[config.mk]
export PLATFORM = sky130hd
export DESIGN_NAME = frac_baud_gen
export DESIGN_NICKNAME = d
export VERILOG_FILES = /design/src/rtl/baud_pkg.sv /design/src/rtl/baud_cfg_regs.sv /design/src/rtl/baud_prescaler.sv /design/src/rtl/baud_frac_div.sv /design/src/rtl/baud_os_count.sv /design/src/rtl/frac_baud_gen.sv
export SDC_FILE = /design/constraint.sdc
export NUM_CORES = 1
export LEC_CHECK = 0
export BUFFER_PORTS_ARGS = -buffer_cell sky130_fd_sc_hd__buf_2
export CAP_MARGIN = 10
export CORE_ASPECT_RATIO = 0.6
export CORE_MARGIN = 4
export CORE_UTILIZATION = 39
export DETAILED_ROUTE_END_ITERATION = 10
export PLACE_DENSITY = 0.55
export SLEW_MARGIN = 10
export SYNTH_ARGS = -nofsm -noshare
export SYNTH_HDL_FRONTEND = slang
export SYNTH_SLANG_ARGS = --single-unit
[constraint.sdc]
create_clock -name clk -period 6.5 [get_ports clk]
set_clock_uncertainty 0.2 [all_clocks]
set_input_delay 0.65 -clock clk [delete_from_list [all_inputs] [get_ports clk]]
set_output_delay 0.65 -clock clk [all_outputs]
set_load 0.01 [all_outputs]
[src/rtl/baud_pkg.sv]
package baud_pkg;

  localparam int unsigned REG_ADDR_W = 2;
  localparam int unsigned REG_DATA_W = 8;
  localparam int unsigned MAX_OS     = 16;
  localparam int unsigned OS_CNT_W   = $clog2(MAX_OS);

  localparam logic [REG_ADDR_W-1:0] A_DIV_LO = 2'd0;
  localparam logic [REG_ADDR_W-1:0] A_DIV_HI = 2'd1;
  localparam logic [REG_ADDR_W-1:0] A_FRAC   = 2'd2;
  localparam logic [REG_ADDR_W-1:0] A_PRE    = 2'd3;

  typedef enum logic [1:0] {
    OS_X16 = 2'b00,
    OS_X8  = 2'b01,
    OS_X4  = 2'b10,
    OS_X4B = 2'b11
  } os_sel_e;

  function automatic logic [OS_CNT_W-1:0] os_last(input os_sel_e sel);
    case (sel)
      OS_X16:  os_last = OS_CNT_W'(15);
      OS_X8:   os_last = OS_CNT_W'(7);
      default: os_last = OS_CNT_W'(3);
    endcase
  endfunction

endpackage

[src/rtl/baud_cfg_regs.sv]
module baud_cfg_regs
  import baud_pkg::*;
#(
  parameter int unsigned DIV_W  = 16,
  parameter int unsigned FRAC_W = 4
) (
  input  logic                  clk,
  input  logic                  rst_n,
  input  logic                  wr_en,
  input  logic [REG_ADDR_W-1:0] wr_addr,
  input  logic [REG_DATA_W-1:0] wr_data,
  input  logic [REG_ADDR_W-1:0] rd_addr,
  output logic [REG_DATA_W-1:0] rd_data,
  output logic [DIV_W-1:0]      divisor,
  output logic [FRAC_W-1:0]     frac,
  output os_sel_e               os_sel,
  output logic                  pre_sel,
  output logic                  restart
);

  localparam int unsigned HI_W = DIV_W - REG_DATA_W;

  logic [REG_DATA_W-1:0] lo_q, lo_d;
  logic [HI_W-1:0]       hi_q, hi_d;
  logic [FRAC_W-1:0]     fr_q, fr_d;
  os_sel_e               os_q, os_d;
  logic                  pre_q, pre_d;
  logic                  rs_q;

  always_comb begin
    lo_d  = lo_q;
    hi_d  = hi_q;
    fr_d  = fr_q;
    os_d  = os_q;
    pre_d = pre_q;
    if (wr_en) begin
      case (wr_addr)
        A_DIV_LO: lo_d = wr_data;
        A_DIV_HI: hi_d = wr_data[HI_W-1:0];
        A_FRAC: begin
          fr_d = wr_data[FRAC_W-1:0];
          os_d = os_sel_e'(wr_data[5:4]);
        end
        default:  pre_d = wr_data[0];
      endcase
    end
  end

  always_ff @(posedge clk or negedge rst_n) begin
    if (!rst_n) begin
      lo_q  <= '0;
      hi_q  <= '0;
      fr_q  <= '0;
      os_q  <= OS_X16;
      pre_q <= 1'b0;
      rs_q  <= 1'b0;
    end else begin
      lo_q  <= lo_d;
      hi_q  <= hi_d;
      fr_q  <= fr_d;
      os_q  <= os_d;
      pre_q <= pre_d;
      rs_q  <= wr_en;
    end
  end

  always_comb begin
    case (rd_addr)
      A_DIV_LO: rd_data = lo_q;
      A_DIV_HI: rd_data = REG_DATA_W'(hi_q);
      A_FRAC:   rd_data = {2'b00, os_q, 4'(fr_q)};
      default:  rd_data = {7'd0, pre_q};
    endcase
  end

  assign divisor = {hi_q, lo_q};
  assign frac    = fr_q;
  assign os_sel  = os_q;
  assign pre_sel = pre_q;
  assign restart = rs_q;

  // reserved field of the fraction register never reads as one
  p_rsv_zero_r3: assert property (@(posedge clk) disable iff (!rst_n)
    (rd_addr == A_FRAC) |-> (rd_data[7:6] == 2'b00));

  // a write is always followed by a restart pulse
  p_wr_restart_r9: assert property (@(posedge clk) disable iff (!rst_n)
    wr_en |=> restart);

endmodule

[src/rtl/baud_prescaler.sv]
module baud_prescaler #(
  parameter int unsigned PRE_DIV = 4
) (
  input  logic clk,
  input  logic rst_n,
  input  logic pre_sel,
  input  logic restart,
  output logic en
);

  localparam int unsigned PW = (PRE_DIV > 1) ? $clog2(PRE_DIV) : 1;
  localparam logic [PW-1:0] LAST = PW'(PRE_DIV - 1);

  logic [PW-1:0] cnt_q, cnt_d;
  logic          wrap;

  assign wrap = (cnt_q == LAST);

  always_comb begin
    if (restart || !pre_sel) cnt_d = '0;
    else if (wrap)           cnt_d = '0;
    else                     cnt_d = cnt_q + PW'(1);
  end

  always_ff @(posedge clk or negedge rst_n) begin
    if (!rst_n) cnt_q <= '0;
    else        cnt_q <= cnt_d;
  end

  assign en = !restart && (pre_sel ? wrap : 1'b1);

  // with the divide-by-4 selected, enables never arrive back to back
  p_pre_gap_r6: assert property (@(posedge clk) disable iff (!rst_n)
    (pre_sel && en) |=> (!en || !pre_sel));

  // no enable during the restart cycle
  p_pre_restart_r9: assert property (@(posedge clk) disable iff (!rst_n)
    restart |-> !en);

endmodule

[src/rtl/baud_frac_div.sv]
module baud_frac_div #(
  parameter int unsigned DIV_W  = 16,
  parameter int unsigned FRAC_W = 4
) (
  input  logic              clk,
  input  logic              rst_n,
  input  logic [DIV_W-1:0]  divisor,
  input  logic [FRAC_W-1:0] frac,
  input  logic              en,
  input  logic              restart,
  output logic              tick,
  output logic              active
);

  logic [DIV_W-1:0]  cnt_q, cnt_d;
  logic [FRAC_W-1:0] acc_q, acc_d;
  logic [FRAC_W:0]   sum;
  logic              tick_q, tick_d;

  assign active = |divisor;
  assign sum    = {1'b0, acc_q} + {1'b0, frac};

  always_comb begin
    cnt_d  = cnt_q;
    acc_d  = acc_q;
    tick_d = 1'b0;
    if (restart || !active) begin
      cnt_d = active ? (divisor - DIV_W'(1)) : '0;
      acc_d = '0;
    end else if (en) begin
      if (cnt_q == '0) begin
        tick_d = 1'b1;
        acc_d  = sum[FRAC_W-1:0];
        cnt_d  = divisor - DIV_W'(1) + DIV_W'(sum[FRAC_W]);
      end else begin
        cnt_d  = cnt_q - DIV_W'(1);
      end
    end
  end

  always_ff @(posedge clk or negedge rst_n) begin
    if (!rst_n) begin
      cnt_q  <= '0;
      acc_q  <= '0;
      tick_q <= 1'b0;
    end else begin
      cnt_q  <= cnt_d;
      acc_q  <= acc_d;
      tick_q <= tick_d;
    end
  end

  assign tick = tick_q;

  // a zero divisor yields no tick on the next clock
  p_idle_quiet_r8: assert property (@(posedge clk) disable iff (!rst_n)
    !active |=> !tick);

  // the cycle following a restart carries no tick
  p_restart_quiet_r9: assert property (@(posedge clk) disable iff (!rst_n)
    restart |=> !tick);

  // a stretched period is at most one count longer than the divisor
  p_cnt_bound_r5: assert property (@(posedge clk) disable iff (!rst_n)
    (active && !restart) |-> (cnt_q <= divisor));

endmodule

[src/rtl/baud_os_count.sv]
module baud_os_count
  import baud_pkg::*;
(
  input  logic    clk,
  input  logic    rst_n,
  input  os_sel_e os_sel,
  input  logic    tick,
  input  logic    restart,
  output logic    bit_tick
);

  logic [OS_CNT_W-1:0] cnt_q, cnt_d;
  logic [OS_CNT_W-1:0] last;
  logic                at_last;

  assign last    = os_last(os_sel);
  assign at_last = (cnt_q == last);

  always_comb begin
    if (restart)           cnt_d = '0;
    else if (!tick)        cnt_d = cnt_q;
    else if (at_last)      cnt_d = '0;
    else                   cnt_d = cnt_q + OS_CNT_W'(1);
  end

  always_ff @(posedge clk or negedge rst_n) begin
    if (!rst_n) cnt_q <= '0;
    else        cnt_q <= cnt_d;
  end

  assign bit_tick = tick && at_last && !restart;

  // the sample count stays inside the selected ratio
  p_os_bound_r7: assert property (@(posedge clk) disable iff (!rst_n)
    !restart |-> (cnt_q <= last));

  // bit ticks are never adjacent
  p_bit_spacing_r10: assert property (@(posedge clk) disable iff (!rst_n)
    bit_tick |=> !bit_tick);

endmodule

[src/rtl/frac_baud_gen.sv]
module frac_baud_gen
  import baud_pkg::*;
#(
  parameter int unsigned DIV_W   = 16,
  parameter int unsigned FRAC_W  = 4,
  parameter int unsigned PRE_DIV = 4
) (
  input  logic       clk,
  input  logic       rst_n,
  input  logic       wr_en,
  input  logic [1:0] wr_addr,
  input  logic [7:0] wr_data,
  input  logic [1:0] rd_addr,
  output logic [7:0] rd_data,
  output logic       sample_tick,
  output logic       bit_tick,
  output logic       div_nonzero
);

  logic [1:0]        rst_sync_q;
  logic              srst_n;
  logic [DIV_W-1:0]  divisor;
  logic [FRAC_W-1:0] frac;
  os_sel_e           os_sel;
  logic              pre_sel;
  logic              restart;
  logic              pre_en;
  logic              tick;
  logic              active;

  always_ff @(posedge clk or negedge rst_n) begin
    if (!rst_n) rst_sync_q <= 2'b00;
    else        rst_sync_q <= {rst_sync_q[0], 1'b1};
  end
  assign srst_n = rst_sync_q[1];

  baud_cfg_regs #(.DIV_W(DIV_W), .FRAC_W(FRAC_W)) u_regs (
    .clk     (clk),
    .rst_n   (srst_n),
    .wr_en   (wr_en),
    .wr_addr (wr_addr),
    .wr_data (wr_data),
    .rd_addr (rd_addr),
    .rd_data (rd_data),
    .divisor (divisor),
    .frac    (frac),
    .os_sel  (os_sel),
    .pre_sel (pre_sel),
    .restart (restart)
  );

  baud_prescaler #(.PRE_DIV(PRE_DIV)) u_pre (
    .clk     (clk),
    .rst_n   (srst_n),
    .pre_sel (pre_sel),
    .restart (restart),
    .en      (pre_en)
  );

  baud_frac_div #(.DIV_W(DIV_W), .FRAC_W(FRAC_W)) u_div (
    .clk     (clk),
    .rst_n   (srst_n),
    .divisor (divisor),
    .frac    (frac),
    .en      (pre_en),
    .restart (restart),
    .tick    (tick),
    .active  (active)
  );

  baud_os_count u_os (
    .clk      (clk),
    .rst_n    (srst_n),
    .os_sel   (os_sel),
    .tick     (tick),
    .restart  (restart),
    .bit_tick (bit_tick)
  );

  assign sample_tick = tick;
  assign div_nonzero = active;

  // a bit tick is only ever issued together with a sample tick
  p_bit_in_sample_r10: assert property (@(posedge clk) disable iff (!srst_n)
    bit_tick |-> sample_tick);

  // status falling means the strobes stop on the following clock
  p_status_drop_r8: assert property (@(posedge clk) disable iff (!srst_n)
    !div_nonzero |=> !sample_tick && !bit_tick);

endmodule

==> implementation parameters, run 1 <==
Parameter                              Value

Outcome
  Run status    finished clean

Logic synthesis
  Number of synthesized flops with an enable pin    0
  Share of synthesized area occupied by flip-flops and latches    0.3498
  Main area contributors after synthesis    sky130_fd_sc_hd__dfrtp_1, sky130_fd_sc_hd__mux2_2, sky130_fd_sc_hd__xnor2_1
  Simple-Gate Fraction of Synth Area    0.2363
  Ys flop type    sky130_fd_sc_hd__dfrtp_1
  Portion of netlist area occupied by mux cells    0.1083
  Flop and latch count out of synthesis    53
  Post-Synthesis Mean Instance Area    just under 9 um^2
  Number of warnings issued by yosys    0
  Area share of the largest cell type after synthesis    0.3498
  Gate count of the mapped netlist    around 430
  Synthesized net count    around 460
  Adder-cell share of the synthesized area    0.04158
  Synth top cells by count    sky130_fd_sc_hd__dfrtp_1, sky130_fd_sc_hd__nand2_1, sky130_fd_sc_hd__nor2_1
  Fraction of the mapped netlist area in compound gates    0.1512
  Main combinational cell family by area after synthesis    simple AND/OR/NAND/NOR gates
  Most frequently used cell type in the post-synthesis netlist    sky130_fd_sc_hd__dfrtp_1
  Number of distinct library cells after synthesis    63
  Synth Cell Area    around 3800 um^2
  Post-synthesis cell type with the largest combined area    sky130_fd_sc_hd__dfrtp_1
  Post-synth ARST share    1.000
  Post-synthesis share of cell area spent on xor and xnor gates    0.07393

Timing
  RSZ-0062 raised after global routing    false
  Number of endpoints with negative hold slack in the final report    0
  Max-slew violations    0
  Max Clk Rate    262.0 MHz
  Time the final worst path needs with I/O delays and setup    3.817 ns
  Final-report setup violation count    0
  Setup TNS Final    0 ns
  Worst rel slew slack    0.4850
  Period Utilization, post-route    0.5872
  Slew at the pin closest to its max-slew limit    0.7716 ns

Drt
  WL per Instance    17.71 um
  First-pass DRT Iterations    5
  Count of routing violations after the opening detailed-route iteration    360
  Antenna-violating nets left    0
  Via total after detailed routing    between 3000 and 4000
  DRC viols    0
  Total Routed Length    ~10000 um
  Via/cell ratio    between 5 and 6

Worst setup path
  Required time of the critical path    5.65 ns
  Largest fanout on the critical path    10
  Data arrival at the endpoint of the critical path    roughly 3.0 ns
  Slowest library cell on the worst path    sky130_fd_sc_hd__nor4b_2
  Sum of buffers and inverters on the critical path    3
  Family with the most delay on the worst path    simple AND/OR/NAND/NOR gates
  Delay of the slowest cell on the worst path    between 0.6 and 0.7 ns
  Cell type with the highest occurrence count on the critical path    sky130_fd_sc_hd__and3_1
  Element type at the critical path end    output pin
  Startpoint-to-endpoint class of the critical path    reg2out
  CP cell instances    inv_1, ha_1, nor4b_2, and3_1, and3_1, inv_2, buf_2
  Crit start category    flop

Power
  Power density over cell area    between 200 and 300 nW/um^2
  Overall power after layout    between 0.001 and 0.0015 W
  Leakage power figure    roughly 1.7 nW
  Peak supply drop    roughly 0.00012 V

Worst hold path
  HP Class    reg2reg

Clocking
  Total number of clock tree sinks    53
  Post-cts repair resize count    0
  TritonCTS Buffers    5
  Clock Latency Late Sink    about 0.3 ns
  Quantity of hold-fixing buffers added after cts    1
  Clock transition time at the flip-flop clock pins of the worst setup and hold paths    around 0.080 ns
  Clock tree from TritonCTS    yes
  Clk buf depth    2
  Clock root buffer master    sky130_fd_sc_hd__clkbuf_16
  Post-CTS Setup Bufs    0
  Clock H-tree levels    2

Job
  Max_cap viols    0

Global routing
  Via count of the first global-routing pass    roughly 3100
  First-pass GRT wire length    between 15000 and 20000 um
  Total global routing track utilization    0.1858
  Remaining global-route overflow    0
  Antenna violations before repair    0
  Largest net degree at the start of global routing    52

Final layout
  Final layout net count    ~480
  Final core occ    0.4506
  Share of layout cells above drive strength 1    0.1644
  Inserted Diodes    0
  Final Instance Count excl. Fillers    580
  Layout-stage area growth over the synthesis result    10.83%

Die
  Count of standard-cell rows    27
  I/O pin count    26
  Initial core utilization    0.4066
  Die boundary height    between 80 and 90 um
  Die X-Extent    roughly 140 um
  Total die area    11410 um^2
  Floorplan Core Area    approximately 9300 um^2

Placement
  Number of cells after detailed placement    571
  Port Buffer Count    25
  Placed wire-length estimate after detailed placement    around 8000 um
  Final Wtd Congestion    a little over 0.9
==> layout by cell type, fill, tap and decap left out, types with 13 or more instances in the layout <==
cell type / Yosys / routed
sky130_fd_sc_hd__xnor2_1: 19 / 19
sky130_fd_sc_hd__nor2_1: 39 / 39
sky130_fd_sc_hd__a21oi_1: 20 / 20
sky130_fd_sc_hd__dfrtp_1: 53 / 52
sky130_fd_sc_hd__nand2_1: 40 / 40
sky130_fd_sc_hd__nor3_1: 19 / 19
sky130_fd_sc_hd__buf_2: 4 / 25
sky130_fd_sc_hd__xor2_1: 13 / 13
sky130_fd_sc_hd__mux2i_1: 14 / 14
sky130_fd_sc_hd__mux2_2: 22 / 22
sky130_fd_sc_hd__o21ai_0: 25 / 25
==> worst reg2reg max path: cells and delay by family, from the launching register on <==
| kind | cells | cell delay [ns] |
|---|---|---|
| AO/OA/AOI/OAI | 1 | 0.31 |
| adder cells (fa/ha/maj) | 1 | 0.35 |
| buffers and inverters | 2 | 0.33 |
| flip-flops | 1 | 0.42 |
| AND/OR/NAND/NOR | 6 | 1.89 |
==> stage by stage <==
stage          hold WS, ns  instance area (um^2)  setup WS, ns
6_report            0.1588                  4202         2.683
5_1_grt             0.1617                  4202         2.475
4_1_cts             0.1603                  4202         2.708
3_5_place_dp        0.1427                  4019         2.912
3_3_place_gp        0.1360                  4019         3.167
2_1_floorplan       0.1312                  3791         3.692
==> final timing paths <==
kind                                start               to  slack, ns  cells past startpoint
max in group asynchronous   rst_sync_q[1]   u_pre.cnt_q[0]       5.44                      1
min in group asynchronous   rst_sync_q[1]   u_regs.hi_q[5]       0.18                      1
min reg2reg                 rst_sync_q[0]    rst_sync_q[1]       0.16                      0
min                         rst_sync_q[0]    rst_sync_q[1]       0.16                      0
max reg2reg                u_regs.lo_q[0]  u_div.cnt_q[10]       2.88                     10
max                        u_regs.lo_q[0]      div_nonzero       2.68                      7
==> logic make-up (layout without fill, tap and decap cells) <==
family                   Yosys count  count (layout)
AO/OA/AOI/OAI                     90              90
XOR/XNOR                          32              32
adder cells (fa/ha/maj)           12              12
buffers and inverters             35              51
flip-flops                        53              53
multiplexers                      37              37
other                              1               1
AND/OR/NAND/NOR                  174             174
==> metal layers <==
layer	global-route usage	part of all wire	up-vias	wire, um
li1	-	-	1598	-
met4	0.03019	0.0092	0	95
met5	0	0	-	0
met1	0.2968	0.53	1604	5405
met3	0.05030	0.077	14	790
met2	0.2491	0.39	104	3979
==> sequential cells by signal, indices dropped and copies added (netlist names) <==
register	count
u_regs.frac	4
u_pre.cnt_q	2
u_div.tick	1
u_regs.restart	1
u_regs.hi_q	8
u_regs.lo_q	8
u_regs.os_sel	2
u_regs.pre_sel	1
u_div.cnt_q	16
rst_sync_q	2
u_div.acc_q	4
u_os.cnt_q	4
==> layout make-up <==
class | count | area [um^2]
tap | 130 | 162.7
sequential | 53 | 1328
fill | 914 | 5122
inverter | 12 | 45.04
clock buffer | 5 | 125.1
multi-input combinational | 346 | 2321
timing repair buffer | 31 | 172.7
clock inverter | 3 | 47.55
==> where the power goes <==
part	switching, W	internal, W
Clock	0.000132	0.000185
Combinational	0.000190	0.000151
Sequential	0.0000969	0.000385
Note: power is estimated with default switching activity, not from simulation.
==> inputs of run 2 (changes only) <==
==> constraint.sdc (replaced) <==
create_clock -name clk -period 3.8 [get_ports clk]
set_clock_uncertainty 0.2 [all_clocks]
set_input_delay 0.38 -clock clk [delete_from_list [all_inputs] [get_ports clk]]
set_output_delay 0.38 -clock clk [all_outputs]
set_load 0.01 [all_outputs]
==> implementation parameters, run 2 (synthesis results as in run 1) <==
Parameter                              Value

Outcome
  Run status    finished clean

Final layout
  Commonest non-fill, non-tap cell in the layout    sky130_fd_sc_hd__dfrtp_1
  Inserted Diodes    0 (unchanged)
  Biggest registers after layout    u_div.cnt_q (16), u_regs.hi_q (8), u_regs.lo_q (8)
  Share of layout cells above drive strength 1    0.1700 (+0.005533)
  Layout-stage area growth over the synthesis result    11.52%
  Max FFs per register    16 (unchanged)
  Combined flip-flop and latch cell area    1328 um^2 (unchanged)
  Total of fill cells in the finished design    943 (+3.2%)
  Most frequent cells in the layout    sky130_fd_sc_hd__dfrtp_1, sky130_fd_sc_hd__nand2_1, sky130_fd_sc_hd__nor2_1, sky130_fd_sc_hd__o21ai_0, sky130_fd_sc_hd__buf_2
  Register containing the most flip-flops in the final layout    u_div.cnt_q
  Area taken by multi-input logic gates    2321 um^2 (unchanged)
  Final layout net count    479 (+0.63%)

Power
  Design internal power    0.001245 W (+73%)
  Part of the total power dissipated in the clock network    0.282 (+0.004)
  Peak supply drop    0.0002968 V (+140%)
  Overall power after layout    0.001967 W (+72%)
  Part of the total power dissipated in combinational logic    0.291 (-0.008)
  Power density over cell area    465.3 nW/um^2 (+71%)
  Reported net switching power    0.0007218 W (+72%)
  Leakage power figure    1.695 nW (+0.91%)
  Net Sw Frac    0.3669 (-0.001102)
  Flop pwr share    0.427 (+0.004)

Worst setup path
  Required time of the critical path    3.81 ns (-1.84 ns)
  Worst Reg-to-Reg Cells    9 (-1)
  Delay of the slowest cell on the worst path    0.56 ns (-0.08 ns)
  Family with the most delay on the worst path    compound AO/OA/AOI/OAI gates
  Data arrival at the endpoint of the critical path    3.20 ns (+0.23 ns)
  Element type at the critical path end    flop
  Worst flop-to-flop path startpoint    u_regs.lo_q[0]
  First element of the critical path    u_regs.lo_q[0]
  Cell type with the highest occurrence count on the critical path    sky130_fd_sc_hd__a21oi_1
  Crit start category    flop
  Sum of buffers and inverters on the critical path    1 (-2)
  Slowest library cell on the worst path    sky130_fd_sc_hd__or4b_1
  Capturing instance or port of the critical path    u_div.cnt_q[11]
  Reg2Reg Capture Point    u_div.cnt_q[11]
  Startpoint-to-endpoint class of the critical path    reg2reg
  Largest fanout on the critical path    9 (-1)
  R2R setup slack    0.60 ns (-2.28 ns)
  CP cell instances    inv_1, ha_1, or4b_1, o41ai_1, a21boi_0, a21oi_1, or3_1, a21oi_1, o31ai_1
  Crit path depth    9 (+2)

Placement
  Port Buffer Count    25 (unchanged)
  Placed wire-length estimate after detailed placement    8073 um (+1.7%)
  Final Wtd Congestion    0.9408 (+2.2%)

Timing
  Worst rel slew slack    0.5015 (+0.01646)
  Number of endpoints with negative hold slack in the final report    0 (unchanged)
  Final-report setup violation count    0 (unchanged)
  Setup TNS Final    0 ns (unchanged)
  Slew at the pin closest to its max-slew limit    0.7478 ns (-0.02386 ns)
  Max-slew violations    0 (unchanged)
  Max Clk Rate    312.9 MHz
  RSZ-0062 raised after global routing    false
  Period Utilization, post-route    0.8411
  Time the final worst path needs with I/O delays and setup    3.196 ns

Clocking
  TritonCTS Buffers    5 (unchanged)
  Clock tree from TritonCTS    yes
  Total number of clock tree sinks    53 (unchanged)
  Post-cts repair resize count    0 (unchanged)
  Clock root buffer master    sky130_fd_sc_hd__clkbuf_16
  Clock Latency Late Sink    0.30 ns (about the same)
  Clock H-tree levels    2 (unchanged)
  Clk buf depth    2 (unchanged)
  Clock transition time at the flip-flop clock pins of the worst setup and hold paths    0.08 ns (about the same)

Job
  Max_cap viols    0 (unchanged)

Die
  Die boundary height    84.37 um (unchanged)
  I/O pin count    26 (unchanged)
  Count of standard-cell rows    27 (unchanged)
  Floorplan Core Area    9324 um^2 (unchanged)
  Total die area    11410 um^2 (unchanged)
  Die X-Extent    135.3 um (unchanged)
  Initial core utilization    0.4066 (unchanged)

Worst hold path
  Hold wc startpoint    wr_en
  HP Class    in2reg

Global routing
  Via count of the first global-routing pass    3059 (-1.8%)
  Total global routing track utilization    0.1890 (+0.003288)
  Antenna violations before repair    0 (unchanged)
  Remaining global-route overflow    0 (unchanged)
  Largest net degree at the start of global routing    31 (-40%)
  First-pass GRT wire length    17220 um (+2.7%)

Drt
  DRC viols    0 (unchanged)
  WL per Instance    18.34 um (+3.6%)
  Count of routing violations after the opening detailed-route iteration    287 (-20%)
  Antenna-violating nets left    0 (unchanged)
  First-pass DRT Iterations    5 (unchanged)
  Via/cell ratio    5.882 (+2.8%)
  Via total after detailed routing    3429 (+3.3%)
  Total Routed Length    10690 um (+4.1%)
run 2: changes by cell type in the layout (fill, tap and decap cells not counted), sizes merged:
cell,previous run,this run
buf,30,33
inv,14,12
clkbuf,5,6
clkinvlp,0,1
run 2: metal layers:
layer  share of wire  vias up  GRT usage
li1                -     1609          -
met3           0.080        6    0.03413
met2            0.38      150     0.2464
met1            0.53     1664     0.3221
met4          0.0037        0    0.02196
met5               0        -          0
run 2: repair_timing:
| item | in CTS | in global routing |
|---|---|---|
| hold endpoints to repair | 2 | 0 |
| setup buffers | 0 | 0 |
| hold buffers | 1 | 0 |
run 2: final cells by class:
cell class / count / share of cell area
repair buffers: 34 / 0.04617
multi-input cells: 346 / 0.5490
well taps: 130 / 0.03847
inverters: 12 / 0.01065
clock buffers: 6 / 0.03285
flip-flops and latches: 53 / 0.3140
clock inverters: 2 / 0.008878
run 2: power groups by stage:
stage	Sequential, W	Combinational, W	Clock (W)
after floorplan	0.000752	0.000472	0
after global placement	0.000843	0.000557	0
after detailed placement	0.000844	0.000560	0
after CTS	0.000833	0.000568	0.000567
after global routing	0.000860	0.000631	0.000591
final	0.000840	0.000573	0.000555
run 2: worst min path at each step:
stage	cells past startpoint	slack, ns	endpoint
after CTS	1	0.04	u_regs.restart
final	1	0.05	u_regs.restart
after global placement	1	-0.03	rst_sync_q[0]
after floorplan	0	-0.12	rst_sync_q[0]
after detailed placement	1	-0.03	rst_sync_q[0]
after global routing	1	0.05	u_regs.restart
run 2: stage by stage:
step	cell area, um^2	setup WS, ns	util	hold slack, ns	cells
2_1_floorplan	3791	0.9916	-	-0.1156	434
3_5_place_dp	4041	0.6156	0.4334	-0.03248	574
3_3_place_gp	4041	0.7215	0.4334	-0.03411	574
4_1_cts	4228	0.6261	0.4534	0.03950	583
5_1_grt	4228	0.3453	0.4534	0.04518	583
6_report	4228	0.6040	0.4534	0.04606	583
==> inputs of run 3 (changes only) <==
--- a/config.mk
+++ b/config.mk
@@ -5,13 +5,14 @@
 export SDC_FILE = /design/constraint.sdc
 export NUM_CORES = 1
 export LEC_CHECK = 0
+export ABC_AREA = 1
 export BUFFER_PORTS_ARGS = -buffer_cell sky130_fd_sc_hd__buf_2
 export CAP_MARGIN = 10
 export CORE_ASPECT_RATIO = 0.6
 export CORE_MARGIN = 4
 export CORE_UTILIZATION = 39
 export DETAILED_ROUTE_END_ITERATION = 10
-export PLACE_DENSITY = 0.55
+export PLACE_DENSITY = 0.56
 export SLEW_MARGIN = 10
 export SYNTH_ARGS = -nofsm -noshare
 export SYNTH_HDL_FRONTEND = slang
==> constraint.sdc (replaced) <==
create_clock -name clk -period 2.6 [get_ports clk]
set_clock_uncertainty 0.2 [all_clocks]
set_input_delay 0.26 -clock clk [delete_from_list [all_inputs] [get_ports clk]]
set_output_delay 0.26 -clock clk [all_outputs]
set_load 0.01 [all_outputs]
==> implementation parameters, run 3 <==
Parameter                              Value

Outcome
  Run status    complete, but fails checks
  Failing checks    setup timing

Power
  Part of the total power dissipated in the clock network    0.260 (-0.022)
  Peak supply drop    0.0002896 V (-2.5%)
  Overall power after layout    0.003128 W (+59%)
  Design internal power    0.001840 W (+48%)
  Power density over cell area    668.5 nW/um^2 (+44%)
  Net Sw Frac    0.4119 (+0.04497)
  Part of the total power dissipated in combinational logic    0.370 (+0.079)
  Flop pwr share    0.371 (-0.056)
  Reported net switching power    0.001288 W (+79%)
  Leakage power figure    2.219 nW (+31%)

Drt
  Met2 routed wirelength    4473 um (+9.1%)
  First-pass DRT Iterations    5 (unchanged)
  Count of routing violations after the opening detailed-route iteration    359 (+25%)
  DR top layer    met4
  Via/cell ratio    5.189 (-12%)
  Total Routed Length    11490 um (+7.4%)
  Met3 wire len    643 um (-25%)
  Via total after detailed routing    3907 (+14%)
  Wire length on met1    6303 um (+11%)
  Antenna-violating nets left    0 (unchanged)
  WL per Instance    15.25 um (-17%)
  DRC viols    0 (unchanged)

Global routing
  Via count of the first global-routing pass    3516 (+15%)
  First-pass GRT wire length    18770 um (+9.0%)
  Antenna violations before repair    0 (unchanged)
  Remaining global-route overflow    0 (unchanged)
  Total global routing track utilization    0.1948 (+0.005784)
  Largest net degree at the start of global routing    52 (+68%)

Clocking
  Clock H-tree levels    2 (unchanged)
  Clock transition time at the flip-flop clock pins of the worst setup and hold paths    0.08 ns (about the same)
  Total number of clock tree sinks    53 (unchanged)
  Clock root buffer master    sky130_fd_sc_hd__clkbuf_16
  Clock Latency Late Sink    0.30 ns (about the same)
  TritonCTS Buffers    5 (unchanged)
  Clock tree from TritonCTS    yes
  Clk buf depth    2 (unchanged)

Worst setup path
  Worst Reg-to-Reg Cells    16 (+7)
  Required time of the critical path    2.63 ns (-1.18 ns)
  Reg2Reg Capture Point    u_div.cnt_q[12]
  Crit start category    flop
  Largest fanout on the critical path    4 (-5)
  Worst flop-to-flop path startpoint    u_div.acc_q[0]
  Startpoint-to-endpoint class of the critical path    reg2reg
  R2R setup slack    -0.05 ns (-0.65 ns)
  Element type at the critical path end    flop
  Data arrival at the endpoint of the critical path    2.68 ns (-0.52 ns)

Logic synthesis
  Main combinational cell family by area after synthesis    simple AND/OR/NAND/NOR gates
  Number of distinct library cells after synthesis    43 (-32%)
  Synth top cells by count    sky130_fd_sc_hd__nand2_1, sky130_fd_sc_hd__inv_1, sky130_fd_sc_hd__nor2_1
  Number of warnings issued by yosys    0 (unchanged)
  Synth Cell Area    3981 um^2 (+5.0%)
  Share of synthesized area occupied by flip-flops and latches    0.3331 (-0.01671)
  Portion of netlist area occupied by mux cells    0 (-0.1083)
  Main area contributors after synthesis    sky130_fd_sc_hd__dfrtp_1, sky130_fd_sc_hd__nand2_1, sky130_fd_sc_hd__o21ai_0
  Post-synth ARST share    1.000 (unchanged)
  Ys flop type    sky130_fd_sc_hd__dfrtp_1
  Post-Synthesis Mean Instance Area    7.047 um^2 (-19%)
  Fraction of the mapped netlist area in compound gates    0.1402 (-0.01099)
  Post-synthesis cell type with the largest combined area    sky130_fd_sc_hd__dfrtp_1
  Adder-cell share of the synthesized area    0.03960 (-0.001986)
  Flop and latch count out of synthesis    53 (unchanged)
  Number of synthesized flops with an enable pin    0 (unchanged)
  Post-synthesis share of cell area spent on xor and xnor gates    0.04400 (-0.02993)
  Simple-Gate Fraction of Synth Area    0.3677 (+0.1314)
  Most frequently used cell type in the post-synthesis netlist    sky130_fd_sc_hd__nand2_1
  Synthesized net count    592 (+28%)
  Area share of the largest cell type after synthesis    0.3331 (-0.01671)
  Gate count of the mapped netlist    565 (+30%)

Final layout
  Total of fill cells in the finished design    1010 (+7.1%)
  Register containing the most flip-flops in the final layout    u_div.cnt_q
  Max FFs per register    16 (unchanged)
  Share of layout cells above drive strength 1    0.2055 (+0.03552)
  Final layout net count    644 (+34%)
  Area of all placed cells without fillers    4679 um^2 (+11%)
  Layout-stage area growth over the synthesis result    17.54%
  Final Instance Count excl. Fillers    753 (+29%)
  Inserted Diodes    0 (unchanged)
  Commonest non-fill, non-tap cell in the layout    sky130_fd_sc_hd__nand2_1
  Final core occ    0.4720 (+0.01855)
  Biggest registers after layout    u_div.cnt_q (16), u_regs.hi_q (8), u_regs.lo_q (8)
  Most frequent cells in the layout    sky130_fd_sc_hd__nand2_1, sky130_fd_sc_hd__inv_1, sky130_fd_sc_hd__nor2_1, sky130_fd_sc_hd__dfrtp_1, sky130_fd_sc_hd__o21ai_0

Die
  Die boundary height    86.27 um (+2.2%)
  I/O pin count    26 (unchanged)
  Count of standard-cell rows    28 (+3.7%)
  Initial core utilization    0.4016 (-0.005037)
  Total die area    11940 um^2 (+4.6%)
  Die X-Extent    138.4 um (+2.3%)
  Floorplan Core Area    9915 um^2 (+6.3%)

Timing
  RSZ-0062 raised after global routing    true
  Worst rel slew slack    0.5361 (+0.03463)
  Time the final worst path needs with I/O delays and setup    2.650 ns (-0.5457 ns)
  Slew at the pin closest to its max-slew limit    0.6958 ns (-0.05195 ns)
  Max-slew violations    0 (unchanged)
  Max Clk Rate    377.3 MHz (+21%)
  Final Worst Setup Slack    -0.05027 ns (-0.6543 ns)
  Period Utilization, post-route    1.019 (+0.1783)
  Hold slack    0.02543 ns (-0.02064 ns)
  Final-report setup violation count    5 (+5)
  Number of endpoints with negative hold slack in the final report    0 (unchanged)

Placement
  Final Wtd Congestion    0.9580 (+1.8%)
  Number of cells after detailed placement    741 (+29%)
  Port Buffer Count    25 (unchanged)
  Placed wire-length estimate after detailed placement    9065 um (+12%)
  Post-detailed-placement cell area    4409 um^2 (+9.1%)

Worst hold path
  WHS Path Cells    3 (+2)
  Hold wc startpoint    wr_data[6]
  Worst Hold Path EP    u_regs.hi_q[6]
  HP Class    in2reg

Job
  Max_cap viols    0 (unchanged)
-- run 3: changes by cell type after synthesis, moves of 11 or more --
cell,before,now
sky130_fd_sc_hd__nand3_1,11,37
sky130_fd_sc_hd__clkbuf_1,17,4
sky130_fd_sc_hd__nand2_2,0,16
sky130_fd_sc_hd__nand2_1,40,152
sky130_fd_sc_hd__nor3_1,19,8
sky130_fd_sc_hd__o21ai_0,25,45
sky130_fd_sc_hd__nor2_1,39,56
sky130_fd_sc_hd__mux2_2,22,0
sky130_fd_sc_hd__inv_1,11,59
sky130_fd_sc_hd__xnor2_1,19,7
sky130_fd_sc_hd__mux2i_1,14,0
-- run 3: final cells by class --
type | instances | area [um^2] | area share
Tap cell | 135 | 168.9 | 0.03610
Sequential cell | 53 | 1328 | 0.2837
Inverter | 63 | 237.7 | 0.05080
Clock buffer | 5 | 125.1 | 0.02674
Timing Repair Buffer | 54 | 351.6 | 0.07513
Clock inverter | 3 | 50.05 | 0.01070
Multi-Input combinational cell | 440 | 2419 | 0.5168
-- run 3: worst max path at each step --
stage                              start              end  slack [ns]  cells after the start
after CTS                 u_div.acc_q[0]  u_div.cnt_q[11]       -0.03                     18
final                     u_div.acc_q[0]  u_div.cnt_q[12]       -0.05                     16
after floorplan           u_regs.frac[0]  u_div.cnt_q[12]       0.005                     17
after global routing      u_div.acc_q[0]  u_div.cnt_q[12]       -0.21                     16
after global placement    u_regs.frac[0]  u_div.cnt_q[12]       -0.08                     17
after detailed placement  u_div.acc_q[0]  u_div.cnt_q[12]       -0.11                     16
-- run 3: kinds of logic after synthesis --
logic type      count (synthesis)
compound gates                 97
xor+xnor                       20
fa+ha+maj                      12
buf+inv                        72
flops                          53
other cells                     1
simple gates                  310
-- run 3: repair_timing --
item	4_1_cts	5_1_grt
gates resized for setup	5	13
pin swaps	6	8
hold buffers	2	0
buffers inserted	0	2
endpoints found under the setup margin	8	11
hold endpoints to repair	3	0
-- run 3: metrics by stage --
stage,setup TNS [ns],worst slack [ns]
after CTS,-0.05574,-0.02638
after global placement,-0.1910,-0.07739
after floorplan,0,0.004853
after global routing,-1.219,-0.2056
after detailed placement,-0.4745,-0.1064
final,-0.1357,-0.05027
-- run 3: power by group through the flow --
stage	Sequential, W	Clock (W)	Combinational, W
final	0.00116	0.000813	0.00116
after global routing	0.00118	0.000862	0.00131
after CTS	0.00115	0.000830	0.00114
after detailed placement	0.00117	0	0.00113
after global placement	0.00117	0	0.00112
after floorplan	0.00113	0	0.000815
-- run 3: worst max-delay path: stages (launching register included) --
cell	delay, ns
sky130_fd_sc_hd__dfrtp_1	0.37
sky130_fd_sc_hd__ha_2	0.19
sky130_fd_sc_hd__inv_2	0.04
sky130_fd_sc_hd__fa_2	0.35
sky130_fd_sc_hd__o21ai_2	0.12
sky130_fd_sc_hd__ha_2	0.23
sky130_fd_sc_hd__ha_4	0.16
sky130_fd_sc_hd__nand2_2	0.07
sky130_fd_sc_hd__nor2_4	0.13
sky130_fd_sc_hd__nand3_2	0.10
sky130_fd_sc_hd__nor2_4	0.17
sky130_fd_sc_hd__nand4_1	0.10
sky130_fd_sc_hd__nand2_1	0.08
sky130_fd_sc_hd__nand2_1	0.04
sky130_fd_sc_hd__nand2_1	0.07
sky130_fd_sc_hd__nand2_1	0.05
sky130_fd_sc_hd__a21oi_2	0.12
-- run 3: layer usage --
layer | global-route usage | vias up
met5 | 0 | -
met4 | 0.02511 | 0
met3 | 0.03749 | 6
met2 | 0.2730 | 90
met1 | 0.3132 | 1857
li1 | - | 1954
